===== config.mk =====
export PLATFORM = sky130hd
export DESIGN_NAME = brk_ctl_reg
export DESIGN_NICKNAME = d
export VERILOG_FILES = /design/src/rtl/brk_pkg.sv /design/src/rtl/brk_flag_bank.sv /design/src/rtl/brk_ctl_store.sv /design/src/rtl/brk_pulse_gen.sv /design/src/rtl/brk_ctl_reg.sv
export SDC_FILE = /design/constraint.sdc
export NUM_CORES = 1
export LEC_CHECK = 0
export BUFFER_PORTS_ARGS = -buffer_cell sky130_fd_sc_hd__buf_2
export CAP_MARGIN = 0
export CORE_AREA = 2 2 42 72
export CTS_CLUSTER_SIZE = 24
export DETAILED_ROUTE_END_ITERATION = 10
export DIE_AREA = 0 0 44 74
export PLACE_DENSITY = 0.76
export REMOVE_ABC_BUFFERS = 1
export SYNTH_ARGS = -nofsm -noshare
export SYNTH_HDL_FRONTEND = slang
export SYNTH_SLANG_ARGS = --single-unit

===== constraint.sdc =====
create_clock -name clk -period 1.6 [get_ports clk]
set_input_delay 0.16 -clock clk [delete_from_list [all_inputs] [get_ports clk]]
set_output_delay 0.16 -clock clk [all_outputs]
set_load 0.01 [all_outputs]

===== src/rtl/brk_pkg.sv =====
package brk_pkg;

   // Pulse width select codes (bits 17:16 of the register)
   typedef enum logic [1:0] {
      PW_1 = 2'd0,
      PW_2 = 2'd1,
      PW_4 = 2'd2,
      PW_8 = 2'd3
   } pw_sel_e;

   // Default field placement inside the register word
   localparam int unsigned DEF_REG_W   = 32;
   localparam int unsigned DEF_CTL_LSB = 4;
   localparam int unsigned DEF_CHB_LSB = 8;
   localparam int unsigned DEF_CHA_LSB = 12;
   localparam int unsigned DEF_SEL_LSB = 16;

   // Number of clocks the trigger stays active for a given select code
   function automatic int unsigned pulse_len(input int unsigned code);
      return 32'd1 << code;
   endfunction

endpackage


===== src/rtl/brk_flag_bank.sv =====
module brk_flag_bank #(
   parameter int unsigned N = 4
) (
   input  logic         clk,
   input  logic         por_n,
   input  logic         wr_en,
   input  logic [N-1:0] wr_bits,
   input  logic [N-1:0] hit,
   output logic [N-1:0] flags
);

   if (N < 1) begin : g_bad_n
      $error("brk_flag_bank: N must be at least 1");
   end

   for (genvar i = 0; i < N; i++) begin : g_bit
      logic keep;
      assign keep = !wr_en || wr_bits[i];

      always_ff @(posedge clk or negedge por_n) begin
         if (!por_n) flags[i] <= 1'b0;
         else        flags[i] <= (flags[i] && keep) || hit[i];
      end


      hit_sets_flag_chk: assert property (@(posedge clk) disable iff (!por_n)
         hit[i] |=> flags[i]);


      flag_rise_cause_chk: assert property (@(posedge clk) disable iff (!por_n)
         $rose(flags[i]) |-> $past(hit[i]));


      flag_fall_cause_chk: assert property (@(posedge clk) disable iff (!por_n)
         $fell(flags[i]) |-> $past(wr_en) && !$past(wr_bits[i]));
   end

endmodule


===== src/rtl/brk_ctl_store.sv =====
module brk_ctl_store #(
   parameter int unsigned W = 4
) (
   input  logic         clk,
   input  logic         por_n,
   input  logic         wr_en,
   input  logic [W-1:0] wr_bits,
   output logic [W-1:0] q
);

   if (W < 1) begin : g_bad_w
      $error("brk_ctl_store: W must be at least 1");
   end

   always_ff @(posedge clk or negedge por_n) begin
      if (!por_n)     q <= '0;
      else if (wr_en) q <= wr_bits;
   end


   hold_without_write_chk: assert property (@(posedge clk) disable iff (!por_n)
      !wr_en |=> $stable(q));


   write_lands_chk: assert property (@(posedge clk) disable iff (!por_n)
      wr_en |=> q == $past(wr_bits));

endmodule


===== src/rtl/brk_pulse_gen.sv =====
module brk_pulse_gen #(
   parameter int unsigned SEL_W = 2
) (
   input  logic             clk,
   input  logic             por_n,
   input  logic             mrst_n,
   input  logic             start,
   input  logic [SEL_W-1:0] sel,
   output logic             trig
);
   import brk_pkg::*;

   localparam int unsigned MAX_LEN = pulse_len((1 << SEL_W) - 1);
   localparam int unsigned CNT_W   = $clog2(MAX_LEN + 1);

   if (SEL_W < 1 || SEL_W > 4) begin : g_bad_sel
      $error("brk_pulse_gen: SEL_W must be 1..4");
   end

   logic [CNT_W-1:0] cnt;
   logic [CNT_W-1:0] load_val;

   assign load_val = CNT_W'(pulse_len(int'(sel)));

   always_ff @(posedge clk or negedge por_n) begin
      if (!por_n)          cnt <= '0;
      else if (!mrst_n)    cnt <= '0;
      else if (start)      cnt <= load_val;
      else if (cnt != '0)  cnt <= cnt - 1'b1;
   end

   assign trig = (cnt != '0);


   start_drives_trig_chk: assert property (@(posedge clk) disable iff (!por_n)
      start && mrst_n |=> trig);


   mrst_quiets_trig_chk: assert property (@(posedge clk) disable iff (!por_n)
      !mrst_n |=> !trig);


   trig_rise_cause_chk: assert property (@(posedge clk) disable iff (!por_n)
      $rose(trig) |-> $past(start));

endmodule


===== src/rtl/brk_ctl_reg.sv =====
module brk_ctl_reg #(
   parameter int unsigned REG_W   = brk_pkg::DEF_REG_W,
   parameter int unsigned FLAG_N  = 4,
   parameter int unsigned CTL_N   = 4,
   parameter int unsigned SEL_W   = 2,
   parameter int unsigned CTL_LSB = brk_pkg::DEF_CTL_LSB,
   parameter int unsigned CHB_LSB = brk_pkg::DEF_CHB_LSB,
   parameter int unsigned CHA_LSB = brk_pkg::DEF_CHA_LSB,
   parameter int unsigned SEL_LSB = brk_pkg::DEF_SEL_LSB
) (
   input  logic              clk,
   input  logic              por_n,
   input  logic              mrst_n,
   input  logic              wr_en,
   input  logic [REG_W-1:0]  wr_data,
   output logic [REG_W-1:0]  rd_data,
   input  logic [FLAG_N-1:0] hit_a,
   input  logic [FLAG_N-1:0] hit_b,
   output logic              trig_o
);

   localparam int unsigned NCH = 2;

   if (CTL_LSB + CTL_N > CHB_LSB) begin : g_ovl_ctl
      $error("brk_ctl_reg: control field overlaps channel B flags");
   end
   if (CHB_LSB + FLAG_N > CHA_LSB) begin : g_ovl_b
      $error("brk_ctl_reg: channel B flags overlap channel A flags");
   end
   if (CHA_LSB + FLAG_N > SEL_LSB) begin : g_ovl_a
      $error("brk_ctl_reg: channel A flags overlap width select");
   end
   if (SEL_LSB + SEL_W > REG_W) begin : g_ovl_sel
      $error("brk_ctl_reg: width select exceeds register");
   end

   logic [FLAG_N-1:0] hit_v   [NCH];
   logic [FLAG_N-1:0] wbits_v [NCH];
   logic [FLAG_N-1:0] flag_v  [NCH];
   logic [CTL_N-1:0]  ctl_q;
   logic [SEL_W-1:0]  sel_q;
   logic              any_hit;

   assign hit_v[0]   = hit_a;
   assign hit_v[1]   = hit_b;
   assign wbits_v[0] = wr_data[CHA_LSB +: FLAG_N];
   assign wbits_v[1] = wr_data[CHB_LSB +: FLAG_N];

   for (genvar c = 0; c < NCH; c++) begin : g_ch
      brk_flag_bank #(.N(FLAG_N)) u_bank (
         .clk     (clk),
         .por_n   (por_n),
         .wr_en   (wr_en),
         .wr_bits (wbits_v[c]),
         .hit     (hit_v[c]),
         .flags   (flag_v[c])
      );
   end

   brk_ctl_store #(.W(CTL_N)) u_place (
      .clk     (clk),
      .por_n   (por_n),
      .wr_en   (wr_en),
      .wr_bits (wr_data[CTL_LSB +: CTL_N]),
      .q       (ctl_q)
   );

   brk_ctl_store #(.W(SEL_W)) u_width (
      .clk     (clk),
      .por_n   (por_n),
      .wr_en   (wr_en),
      .wr_bits (wr_data[SEL_LSB +: SEL_W]),
      .q       (sel_q)
   );

   assign any_hit = |{hit_a, hit_b};

   brk_pulse_gen #(.SEL_W(SEL_W)) u_pulse (
      .clk    (clk),
      .por_n  (por_n),
      .mrst_n (mrst_n),
      .start  (any_hit),
      .sel    (sel_q),
      .trig   (trig_o)
   );

   always_comb begin
      rd_data                       = '0;
      rd_data[CTL_LSB +: CTL_N]     = ctl_q;
      rd_data[CHB_LSB +: FLAG_N]    = flag_v[1];
      rd_data[CHA_LSB +: FLAG_N]    = flag_v[0];
      rd_data[SEL_LSB +: SEL_W]     = sel_q;
   end


   mrst_keeps_reg_chk: assert property (@(posedge clk) disable iff (!por_n)
      !mrst_n && !wr_en && !any_hit |=> $stable(rd_data));

endmodule


# ---- Word-level counts from Yosys, hierarchy flattened
# Cells that the tools add are included.
dict set report totals {
  ff_bits 18
  elab_cells 44
}
dict set report classes {
  n_mux 3
  shifts 1
  eq_ne 1
  addsub 1
  reduce_logical 27
}
# op count
set ops {}
lappend ops {{1-bit logical OR} 16}
lappend ops {{4-bit 2-to-1 mux} 3}
lappend ops {{1-bit logical AND} 8}
lappend ops {{8-bit OR reduction} 1}
lappend ops {{4-bit nonzero test} 1}
lappend ops {{1-bit by 2-bit << shifter with 4-bit output (first input constant)} 1}
lappend ops {{4-bit by 1-bit subtractor with 4-bit output (second input constant)} 1}
lappend ops {{3-bit by 1-bit inequality test with 1-bit output (second input constant)} 1}
lappend ops {{1-bit zero test} 1}

# ---- Logic depth before layout (Yosys ltp)
# Gate-level depths: netlist of the first run.
dict set report depth {
  word_depth 4
  ltp_mapped 5
  ltp_nobuf 5
}

# ---- Hierarchy
# Synthesis of the first run repeated with hierarchy kept, for this count alone.
dict set report hier_totals {
  cells_unflattened 87
  hier_area_um2 937.1
}
# mod instances cells_per_inst seq_area_each_um2 area_per_inst_um2
set by_module_without_submodules {}
lappend by_module_without_submodules {brk_flag_bank 2 12 100.1 155.1}
lappend by_module_without_submodules {brk_pulse_gen 1 29 100.1 254.0}
lappend by_module_without_submodules {brk_ctl_reg 1 22 0.0 155.1}
lappend by_module_without_submodules {{brk_ctl_store at u_place} 1 8 100.1 145.1}
lappend by_module_without_submodules {{brk_ctl_store at u_width} 1 4 50.0 72.6}

# ---- Worst setup path before layout of the first run
# OpenSTA, ideal clock, no wires.
dict set report synth_path {
  path_kind {reg-to-reg}
  from {register u_pulse.cnt[0]}
  to {register u_pulse.cnt[1]}
  t_required_ns 1.518
  path_buffers 0
  setup_slack_ns 0.167
  path_stages_with_launch 6
  period_less_slack_ns 1.433
  arrival_ns 1.350
  path_cell_list {dfrtp_1 -> inv_1 -> ha_1 -> nor3b_2 -> mux2_2 -> o22ai_1}
}
dict set report synth_between {
  elab_chain_cells 4
  elab_cells_between_ends 6
  classes_between {add/sub (1); eq/ne (1); mux (3); reduce/logical (1)}
}
# item line
set synth_rtl {}
lappend synth_rtl {{from (decl)} brk_pulse_gen.sv:20} ;# logic [CNT_W-1:0] cnt;
lappend synth_rtl {{from (signal assigned)} brk_pulse_gen.sv:28} ;# else if (start) cnt <= load_val;
lappend synth_rtl {{from (signal assigned)} brk_pulse_gen.sv:29} ;# else if (cnt != '0) cnt <= cnt - 1'b1;
lappend synth_rtl {{4-bit by 1-bit subtractor with 4-bit output} brk_pulse_gen.sv:29}
lappend synth_rtl {{4-bit 2-to-1 mux} brk_pulse_gen.sv:29}
lappend synth_rtl {{4-bit 2-to-1 mux} brk_pulse_gen.sv:28}
lappend synth_rtl {{4-bit 2-to-1 mux} brk_pulse_gen.sv:27} ;# else if (!mrst_n) cnt <= '0;
# Several ways; a longest one is shown, not always the timed one. The select of a mux whose other input is x is not followed.
# A chain may end at the register's enable or synchronous reset.

# ---- Worst setup path after layout of the first run
dict set report layout_path {
  from {register u_pulse.cnt[0]}
  to {output port trig_o}
}
dict set report layout_between {
  elab_chain_cells 1
}
# item line
set layout_rtl {}
lappend layout_rtl {{4-bit nonzero test} brk_pulse_gen.sv:32} ;# assign trig = (cnt != '0);
lappend layout_rtl {{to (decl)} brk_ctl_reg.sv:19} ;# output logic trig_o
# No other way between the ends.

==> results of run 1 <==
-- what timing repair did --
item                                   in CTS  in global routing
endpoints found under the hold margin      18                  0
resized for setup                           2                  3
setup endpoints to repair                   1                  1
cloned                                      0                  0
pin swaps                                   0                  1
hold buffers                                1                  0
-- layer usage --
layer	vias to the layer above	part of all wire [%]	routed length (um)
met3	2	4.6	92
li1	357	-	-
met4	0	1.1	21
met5	-	0	0
met1	359	31	615
met2	20	63	1251
-- power by group through the flow --
stage                     combinational [mW]  sequential (mW)  clock, mW
final                                  0.232            0.516      0.296
after detailed placement               0.224            0.523          0
after floorplan                        0.107            0.534          0
after CTS                              0.231            0.516      0.315
after global placement                 0.217            0.520          0
after global routing                   0.257            0.521      0.327
-- state kept, by name, summed over array words and instances, names as in the netlist --
name	count
u_width.q	2
u_place.q	4
g_ch.u_bank.flags	8
u_pulse.cnt	4
-- placed cells by master (no fill, tap or decap) --
cell type and count:
a211oi_2 1, a21o_1 7, a21o_2 1, a21oi_1 1
a22oi_1 1, and3b_1 1, buf_2 40, buf_4 1
clkbuf_8 3, conb_1 18, dfrtp_1 18, dlygate4sd3_1 1
ha_4 1, inv_1 2, inv_2 2, mux2_2 7
mux2i_1 1, nand2b_1 8, nand3_1 1, nand3b_1 1
nor2_1 1, nor2_4 1, nor2b_1 2, nor3_1 1
nor3b_4 1, nor4_1 1, nor4_2 1, o211ai_1 1
o21ai_1 1, o22ai_1 2, or3_1 1, or4_4 2
xnor2_1 1
-- layout make-up --
class / instances / area, um2 / area share [%]
clock buffers: 3 / 41.29 / 3.357
inverters: 4 / 15.01 / 1.221
multi-input cells: 65 / 471.7 / 38.35
flip-flops and latches: 18 / 450.4 / 36.62
well taps: 27 / 33.78 / 2.747
repair buffers: 42 / 217.7 / 17.70
-- final timing paths --
| check | slack, ns | end | start |
|---|---|---|---|
| worst max-delay path | 0.07 | trig_o | u_pulse.cnt[0]$_DFFE_PN0P_ |
| worst min-delay path | 0.13 | g_ch[1].u_bank.flags[0]$_DFF_PN0_ | hit_b[0] |
| worst max register to register | 0.20 | u_pulse.cnt[1]$_DFFE_PN0P_ | u_pulse.cnt[0]$_DFFE_PN0P_ |
| worst min register to register | 0.48 | g_ch[1].u_bank.flags[2]$_DFF_PN0_ | g_ch[1].u_bank.flags[2]$_DFF_PN0_ |
| max in group asynchronous | 0.95 | g_ch[0].u_bank.flags[3]$_DFF_PN0_ | por_n |
| min in group asynchronous | 0.37 | g_ch[1].u_bank.flags[2]$_DFF_PN0_ | por_n |
-- cell usage after synthesis, drive strengths merged --
library cell | count | area [um2]
and3b | 1 | 8.760
nor3b | 1 | 12.51
or3 | 1 | 6.260
xnor2 | 1 | 8.760
buf | 19 | 140.1
nor3 | 1 | 5.000
inv | 4 | 15.01
dfrtp | 18 | 450.4
ha | 1 | 12.51
a21o | 8 | 61.31
nor2 | 2 | 15.01
mux2 | 7 | 78.83
nand3 | 1 | 5.000
nand3b | 1 | 7.510
nor4 | 2 | 18.77
or4 | 2 | 22.52
a21oi | 1 | 5.000
o211ai | 1 | 7.510
conb | 1 | 3.750
a211oi | 1 | 12.51
nor2b | 2 | 12.51
a22oi | 1 | 7.510
o22ai | 2 | 12.51
nand2b | 8 | 50.05
mux2i | 1 | 10.01
o21ai | 1 | 5.000
-- worst reg2reg max path, delay by kind of cell (launching register included) --
family,cells,cell delay (ns)
AO/OA/AOI/OAI,1,0.15
flip-flops,1,0.40
adder cells (fa/ha/maj),1,0.15
AND/OR/NAND/NOR,1,0.20
multiplexers,1,0.35
buffers and inverters,1,0.09
-- cell families (layout without fill, tap and decap cells) --
group,after synthesis,after routing,share of synthesized area [%]
AOI/OAI and AO/OA,15,15,11.19
DFF,18,18,45.28
buffers and inverters,23,49,15.60
other,1,18,0.3770
adders and majority gates,1,1,1.258
xor gates and xnor gates,1,1,0.8807
muxes,8,8,8.931
and+or+nand+nor,22,22,16.48
-- through the flow --
step | area, um2 | hold WS (ns) | cells
5_1_grt | 1230 | 0.1385 | 159
3_5_place_dp | 1160 | 0.1150 | 155
2_1_floorplan | 918.4 | -0.1356 | 87
4_1_cts | 1220 | 0.1212 | 159
3_3_place_gp | 1160 | 0.1079 | 155
6_report | 1230 | 0.1310 | 159
==> metrics.txt, run 1 <==
Power Internal=773.7 uW; cell-by-cell trace of the critical path=inv_2, ha_4, nor3b_4, buf_4, inv_1, buf_2; CP delay by family, top=flip-flops; core area=2690 um2; Worst Skew=0.0008197 ns; Seq pwr share=49.4%; largest net degree at the start of global routing=19; DIE AREA=3256 um2; part of the cycle the worst path needs=95.37%; CTS tree=yes; Worst Max-Slew Pin Slew=0.5730 ns; Mapped Avg Cell Area=11.18 um2; IO buf count=40; kind of critical path=reg2out; met2 Usage GRT=24.67%; Distinct cells, synth=30; WP data required=1.44 ns; global-route wire length before repair=2.980 mm; Power, Total=1.044 mW; HPWL after DPL=1.668 mm; final design utilization=45.72%; setup bufs post-CTS=0; height of the chip=74 um; wire per inst=12.46 um; clock network fraction of total power=28.3%; cell count after synthesis=89; Row Count=25; TritonCTS Buffers=3; Max Cap Viol=0; initial antenna violation count=0; fin. max-slew vios=0; htree depth=1; final hold vios=0; gr ovfl total=0; total track usage=12.38%; signal arrival time at the worst endpoint=1.37 ns; P_sw=270.6 uW; mapped cell area=994.7 um2; drt first pass iters=3; register bit total from synthesis=18; Fmax=0.6553 GHz; Avg Vias per Cell=4.642; worst vdd ir=549.0 uV; clock slew at reported path FFs=0.06 ns; vias post-DR=738; Crit path depth=6; Period minus WS final=1.526 ns; placer congestion estimate=0.7273; hold crit path type=in2reg; fill count=262; Slew HR=61.44%; Root Buffer=clkbuf_8; GR Layer Usage met1=11.11%; Final TNS setup=0 ns; CP max FO=4; Leak Pwr=0.5916 nW; Switching Fraction=25.91%; WL final=1.981 mm; combinational share of power=22.3%; vias in the first global route=724; Routed Antenna Nets=0; critical path launch point type=register; CTS Buffer Depth=2; Worst Setup Slack, final=0.07402 ns; worst reg2reg path depth=5; crit path capture type=output pin; worst slack at placement=0.1197 ns; synth warn=0; Final setup viols=0; worst hold path stage count=2; crit-path max cell delay=0.40 ns; register area share after synthesis=45.28%; Synth-to-Final Area Change=23.65%; pwr/cell area=849.1 nW/um2; initial core utilization=36.98%; met3 Use GR=1.942%; IO Pins=77; outcome=complete, no violations; initial drt markers=3; Clock Latency Late Sink=0.24 ns; share of cells above drive strength 1=46.21%; Die Wd=44 um; Remaining DRCs=0; critical path's slowest cell=dfrtp_1; busiest grt layer=met2; Buffers & Inverters on Critical Path=4; Clock Sinks=18; number of diodes=0; Nets=179
No activity file was read; power rests on OpenSTA's default activity.
==> inputs of run 2 (changes only) <==
Settings changed: ABC_AREA set to 1.
==> metrics.txt, run 2 <==
clock slew at reported path FFs=0.06 ns (about the same); WL final=1.848 mm (was 1.981 mm); vias post-DR=851 (was 738); synth warn=0 (unchanged); mapped cell area=997.2 um2 (was 994.7 um2); crit path capture type=output pin (unchanged); wire per inst=9.381 um (was 12.46 um); initial drt markers=15 (was 3); RSZ-0062 raised after global routing=false; top_reg_cell synth=dfrtp_1 (unchanged); Critical Path End=trig_o (unchanged); WP data required=1.44 ns (about the same); signal arrival time at the worst endpoint=1.32 ns (was 1.37 ns); Period minus WS final=1.481 ns (was 1.526 ns); critical path launch point type=register (unchanged); number of diodes=0 (unchanged); CTS tree=yes (unchanged); Distinct cells, synth=19 (was 30); mux cell area share after synthesis=0% (was 8.931%); part of the cycle the worst path needs=92.58% (was 95.37%); IO Pins=77 (unchanged); Post-synth EDFFs=0 (unchanged); Clock Sinks=18 (unchanged); Root Buffer=clkbuf_8 (unchanged); Fmax=0.6751 GHz (was 0.6553 GHz); largest family of logic cells by synthesized area=simple AND/OR/NAND/NOR gates (unchanged); area leader, netlist=dfrtp_1 (unchanged); Worst Setup Slack, final=0.1186 ns (was 0.07402 ns); Async S/R FF share, synth=100.0% (unchanged); Final setup viols=0 (unchanged); Synth Area in Adders=1.255% (was 1.258%); share of cells above drive strength 1=28.82% (was 46.21%); most common cell after layout, fill and taps aside=buf_2 (unchanged); Mapped Avg Cell Area=7.730 um2 (was 11.18 um2); initial antenna violation count=0 (unchanged); Final TNS setup=0 ns (unchanged); register bit total from synthesis=18 (unchanged); Row Count=25 (unchanged); Synth-to-Final Area Change=20.70% (was 23.65%); IO buf count=40 (unchanged); worst slack at placement=0.2799 ns (was 0.1197 ns); worst reg2reg path depth=7 (was 5); outcome=complete, no violations (unchanged); pwr/cell area=832.2 nW/um2 (was 849.1 nW/um2); largest net degree at the start of global routing=19 (unchanged); fill count=300 (was 262); initial core utilization=37.07% (was 36.98%); gr ovfl total=0 (unchanged); height of the chip=74 um (unchanged); hold crit path type=in2reg (unchanged); Compound-Gate Fraction of Synth Area=7.654% (was 11.19%); Leak Pwr=0.6756 nW (was 0.5916 nW); drt first pass iters=4 (was 3); Max Cap Viol=0 (unchanged); multi-input logic area=396.6 um2 (was 471.7 um2); Nets=217 (was 179); placer congestion estimate=0.7562 (was 0.7273); CP max FO=4 (unchanged); register area share after synthesis=45.17% (was 45.28%); Post-Synth XOR/XNOR Area=0.8783% (was 0.8805%); worst vdd ir=439.1 uV (was 549.0 uV); vias in the first global route=743 (was 724); Die Wd=44 um (unchanged); total track usage=12.51% (was 12.38%); global-route wire length before repair=3.132 mm (was 2.980 mm); HPWL after DPL=1.546 mm (was 1.668 mm); origin of the worst setup path=u_pulse.cnt[0]$_DFFE_PN0P_ (unchanged); cell with the most instances after synthesis=nand2_1; kind of critical path=reg2out (unchanged); Simple-Gate Fraction of Synth Area=22.96% (was 16.48%); Remaining DRCs=0 (unchanged); Reg with most FFs=g_ch.u_bank.flags (unchanged); Avg Vias per Cell=4.320 (was 4.642); Worst Skew=0.0009961 ns (was 0.0008197 ns); commonest non-fill, non-tap cells in the layout=buf_2, nand2_1, inv_1, conb_1, dfrtp_1 (was buf_2, conb_1, dfrtp_1); fin. max-slew vios=0 (unchanged); Yosys top cell area share=45.17% (was 45.28%); worst hold path stage count=3 (was 2); Routed Antenna Nets=0 (unchanged); htree depth=1 (unchanged); r2r startpoint=u_pulse.cnt[0]$_DFFE_PN0P_ (unchanged); R2R setup slack=0.35 ns (was 0.20 ns); Largest register FFs=8 (unchanged); CTS Buffer Depth=2 (unchanged); cell count after synthesis=129 (was 89); DIE AREA=3256 um2 (unchanged); Area contributors post-synth=dfrtp_1, nand2_1, buf_4, inv_1, o21ai_0 (was dfrtp_1, buf_4, mux2_2, a21o_1, nand2b_1); core area=2690 um2 (unchanged); final hold vios=0 (unchanged); Commonest cells post-synth=nand2_1, buf_4, dfrtp_1, inv_1, o21ai_0 (was buf_4, dfrtp_1, nand2b_1); Clock Latency Late Sink=0.24 ns (about the same); biggest regs=g_ch.u_bank.flags x8, u_place.q x4, u_pulse.cnt x4 (unchanged); TritonCTS Buffers=3 (unchanged); Worst R2R End=u_pulse.cnt[3]$_DFFE_PN0P_ (was u_pulse.cnt[1]$_DFFE_PN0P_); Seq. cell area=450.4 um2 (unchanged)
-- run 2: cell types whose count changed after synthesis, moves of 8 or more --
cell	change
nand2_1	+38
inv_1	+14
o21ai_0	+13
nand2b_1	-8
-- run 2: report_power, final --
group | internal (mW) | switching, mW | total, mW | leakage [nW]
combinational | 0.0782 | 0.121 | 0.200 | 0.447
clock | 0.166 | 0.130 | 0.297 | 0.0216
sequential | 0.488 | 0.0175 | 0.505 | 0.207
total | 0.733 | 0.269 | 1.00 | 0.676
-- run 2: worst min path at each step --
stage                          start                                end
after detailed placement       por_n           u_place.q[0]$_DFFE_PN0P_
final                       hit_a[3]  g_ch[0].u_bank.flags[3]$_DFF_PN0_
after global placement         por_n           u_place.q[3]$_DFFE_PN0P_
after CTS                   hit_a[3]  g_ch[0].u_bank.flags[3]$_DFF_PN0_
after global routing      wr_data[7]           u_place.q[3]$_DFFE_PN0P_
after floorplan                por_n  g_ch[0].u_bank.flags[0]$_DFF_PN0_
-- run 2: critical path, cell delays in order (launching register included) --
cell	delay, ns
dfrtp_1	0.38
inv_1	0.12
ha_1	0.20
nand2_1	0.07
nor2_2	0.13
inv_1	0.05
buf_2	0.13
-- run 2: per-layer routing --
metal / track usage, % / wire, um / vias to the layer above
met2: 22.71 / 1023 / 27
met5: 0 / 0 / -
met1: 14.20 / 694 / 386
met3: 1.699 / 104 / 2
met4: 5.387 / 25 / 0
li1: - / - / 436
-- run 2: timing repair --
| action | in CTS | in global routing |
|---|---|---|
| hold buffers | 1 | 0 |
| endpoints found under the hold margin | 18 | 0 |
| setup endpoints to repair | 0 | 1 |
| buffers inserted | 0 | 0 |
| gates resized for setup | 0 | 1 |
-- run 2: area by class of cell --
type	count	share of cell area (%)
Clock buffer	3	3.430
Inverter	19	5.925
Multi-Input combinational cell	89	32.95
Sequential cell	18	37.42
Tap cell	27	2.807
Timing Repair Buffer	41	17.46
-- run 2: kinds of logic after synthesis --
| family | count (synthesis) |
|---|---|
| buffers and inverters | 39 |
| XOR/XNOR | 1 |
| AO/OA/AOI/OAI | 15 |
| adder cells (fa/ha/maj) | 1 |
| flip-flops | 18 |
| AND/OR/NAND/NOR | 54 |
| other | 1 |
-- run 2: metrics by stage --
| stage | util (%) | std cells | cell area [um2] | power, mW | hold WS (ns) |
|---|---|---|---|---|---|
| floorplan | - | 126 | 915.9 | 0.6221 | -0.1356 |
| global placement | 42.74 | 193 | 1150 | 0.7099 | 0.1160 |
| detailed placement | 42.74 | 193 | 1150 | 0.7136 | 0.1164 |
| CTS | 44.65 | 197 | 1201 | 1.017 | 0.1083 |
| global route | 44.74 | 197 | 1204 | 1.065 | 0.1230 |
| finish | 44.74 | 197 | 1204 | 1.002 | 0.1118 |
==> inputs of run 3 (changes only) <==
Settings changed: CORE_AREA 2 2 42 72 to 2 2 52 59, DIE_AREA 0 0 44 74 to 0 0 54 61, PLACE_DENSITY 0.76 to 0.75, SKIP_LAST_GASP set to 1.
==> metrics.txt, run 3 (same netlist as run 2, synthesis figures left out) <==
kind of critical path=reg2out (unchanged); vias in the first global route=784 (was 743); Clock Sinks=18 (unchanged); initial core utilization=36.90% (was 37.07%); TritonCTS Buffers=3 (unchanged); Root Buffer=clkbuf_4 (was clkbuf_8); Die Wd=54 um (was 44 um); Leak Pwr=0.6709 nW (was 0.6756 nW); worst hold path stage count=3 (unchanged); placer congestion estimate=0.8103 (was 0.7562); height of the chip=61 um (was 74 um); worst reg2reg path depth=8 (was 7); wire per inst=9.049 um (was 9.381 um); worst slack at placement=0.2940 ns (was 0.2799 ns); Routed Antenna Nets=0 (unchanged); fin. max-slew vios=0 (unchanged); most common cell after layout, fill and taps aside=buf_2 (unchanged); DIE AREA=3294 um2 (was 3256 um2); pwr/cell area=762.5 nW/um2 (was 832.2 nW/um2); drt first pass iters=4 (unchanged); CP max FO=3 (was 4); CTS tree=yes (unchanged); Remaining DRCs=0 (unchanged); hold crit path type=in2reg (unchanged); outcome=complete, no violations (unchanged); core area=2703 um2 (was 2690 um2); crit path capture type=output pin (unchanged); critical path launch point type=register (unchanged); number of diodes=0 (unchanged); Clock Latency Late Sink=0.27 ns (was 0.24 ns); Fmax=0.6822 GHz (was 0.6751 GHz); Final setup viols=0 (unchanged); htree depth=1 (unchanged); Worst Skew=0.002087 ns (was 0.0009961 ns); vias post-DR=838 (was 851); CTS Buffer Depth=2 (unchanged); IO Pins=77 (unchanged); Avg Vias per Cell=4.108 (was 4.320); biggest regs=g_ch.u_bank.flags x8, u_place.q x4, u_pulse.cnt x4 (unchanged); clock slew at reported path FFs=0.09 ns (was 0.06 ns); fin cells=204 (was 197); initial antenna violation count=0 (unchanged); Synth-to-Final Area Change=20.58% (was 20.70%); Power, Total=916.8 uW (was 1.002 mW); Reg with most FFs=g_ch.u_bank.flags (unchanged); Row Count=20 (was 25); RSZ-0062 raised after global routing=false (unchanged); signal arrival time at the worst endpoint=1.31 ns (was 1.32 ns); WL final=1.846 mm (was 1.848 mm); part of the cycle the worst path needs=91.61% (was 92.58%); IO buf count=40 (unchanged); worst vdd ir=517.8 uV (was 439.1 uV); gr ovfl total=0 (unchanged); Final TNS setup=0 ns (unchanged); total track usage=13.17% (was 12.51%); Nets=218 (was 217); global-route wire length before repair=3.153 mm (was 3.132 mm); Worst Setup Slack, final=0.1342 ns (was 0.1186 ns); commonest non-fill, non-tap cells in the layout=buf_2, nand2_1, conb_1, dfrtp_1, inv_1 (was buf_2, nand2_1, inv_1, conb_1, dfrtp_1); share of cells above drive strength 1=30.41% (was 28.82%); HPWL after DPL=1.537 mm (was 1.546 mm); initial drt markers=12 (was 15); WP data required=1.44 ns (about the same); placed insts=199 (was 193); largest net degree at the start of global routing=19 (unchanged); Largest register FFs=8 (unchanged); Period minus WS final=1.466 ns (was 1.481 ns); final hold vios=0 (unchanged); Max Cap Viol=0 (unchanged)
-- run 3: cell count changes in the layout (fill, tap and decap cells not counted) --
cell	before	now
clkbuf_8	3	0
inv_1	18	17
inv_2	0	1
buf_4	0	1
ha_1	1	0
clkbuf_4	0	3
ha_2	0	1
-- run 3: metrics by stage --
stage                     instance area [um2]  hold slack (ns)  utilization [%]
after floorplan                         915.9          -0.1356                -
after global placement                   1157           0.1116            42.82
after detailed placement                 1157           0.1090            42.82
after CTS                                1192          0.06896            44.12
after global routing                     1202          0.05791            44.49
final                                    1202          0.07976            44.49
-- run 3: critical path: stages, from the launching register on --
cell,delay (ns)
dfrtp_1,0.38
inv_1,0.10
ha_2,0.20
nand2_1,0.07
nor2_2,0.12
inv_1,0.04
buf_2,0.13
-- run 3: path summary, 6_finish.rpt --
path | start | to | slack [ns]
setup / recovery | u_pulse.cnt[1]$_DFFE_PN0P_ | trig_o | 0.13
hold / removal | wr_data[4] | u_place.q[0]$_DFFE_PN0P_ | 0.08
setup reg to reg | u_pulse.cnt[1]$_DFFE_PN0P_ | u_pulse.cnt[3]$_DFFE_PN0P_ | 0.29
hold reg to reg | u_place.q[0]$_DFFE_PN0P_ | u_place.q[0]$_DFFE_PN0P_ | 0.47
max in group asynchronous | por_n | g_ch[1].u_bank.flags[3]$_DFF_PN0_ | 1.00
min in group asynchronous | por_n | g_ch[0].u_bank.flags[2]$_DFF_PN0_ | 0.33
-- run 3: report_power, final --
group	internal, mW	switching [mW]	total [mW]
registers	0.487	0.0190	0.506
clock network	0.0871	0.116	0.203
logic	0.0841	0.123	0.207
total	0.658	0.259	0.917
-- run 3: routing by layer --
metal	global-route usage [%]	share of wire, %
met1	17.06	41
met2	21.43	52
met3	1.970	6.2
met4	6.429	0.70
met5	0	0
-- run 3: final cells by class --
cell class                      instances  area (um2)
Fill cell                             289        1500
Sequential cell                        18       450.4
Multi-Input combinational cell         89       399.1
Clock buffer                            3       22.52
Tap cell                               33       41.29
Timing Repair Buffer                   42       217.7
Inverter                               19       71.32
-- run 3: what timing repair did --
action | CTS | global route
setup buffers | 0 | 1
hold endpoints to repair | 18 | 0
setup endpoints to repair | 1 | 1
pin swaps | 0 | 1
hold buffers | 1 | 0
resized for setup | 1 | 2
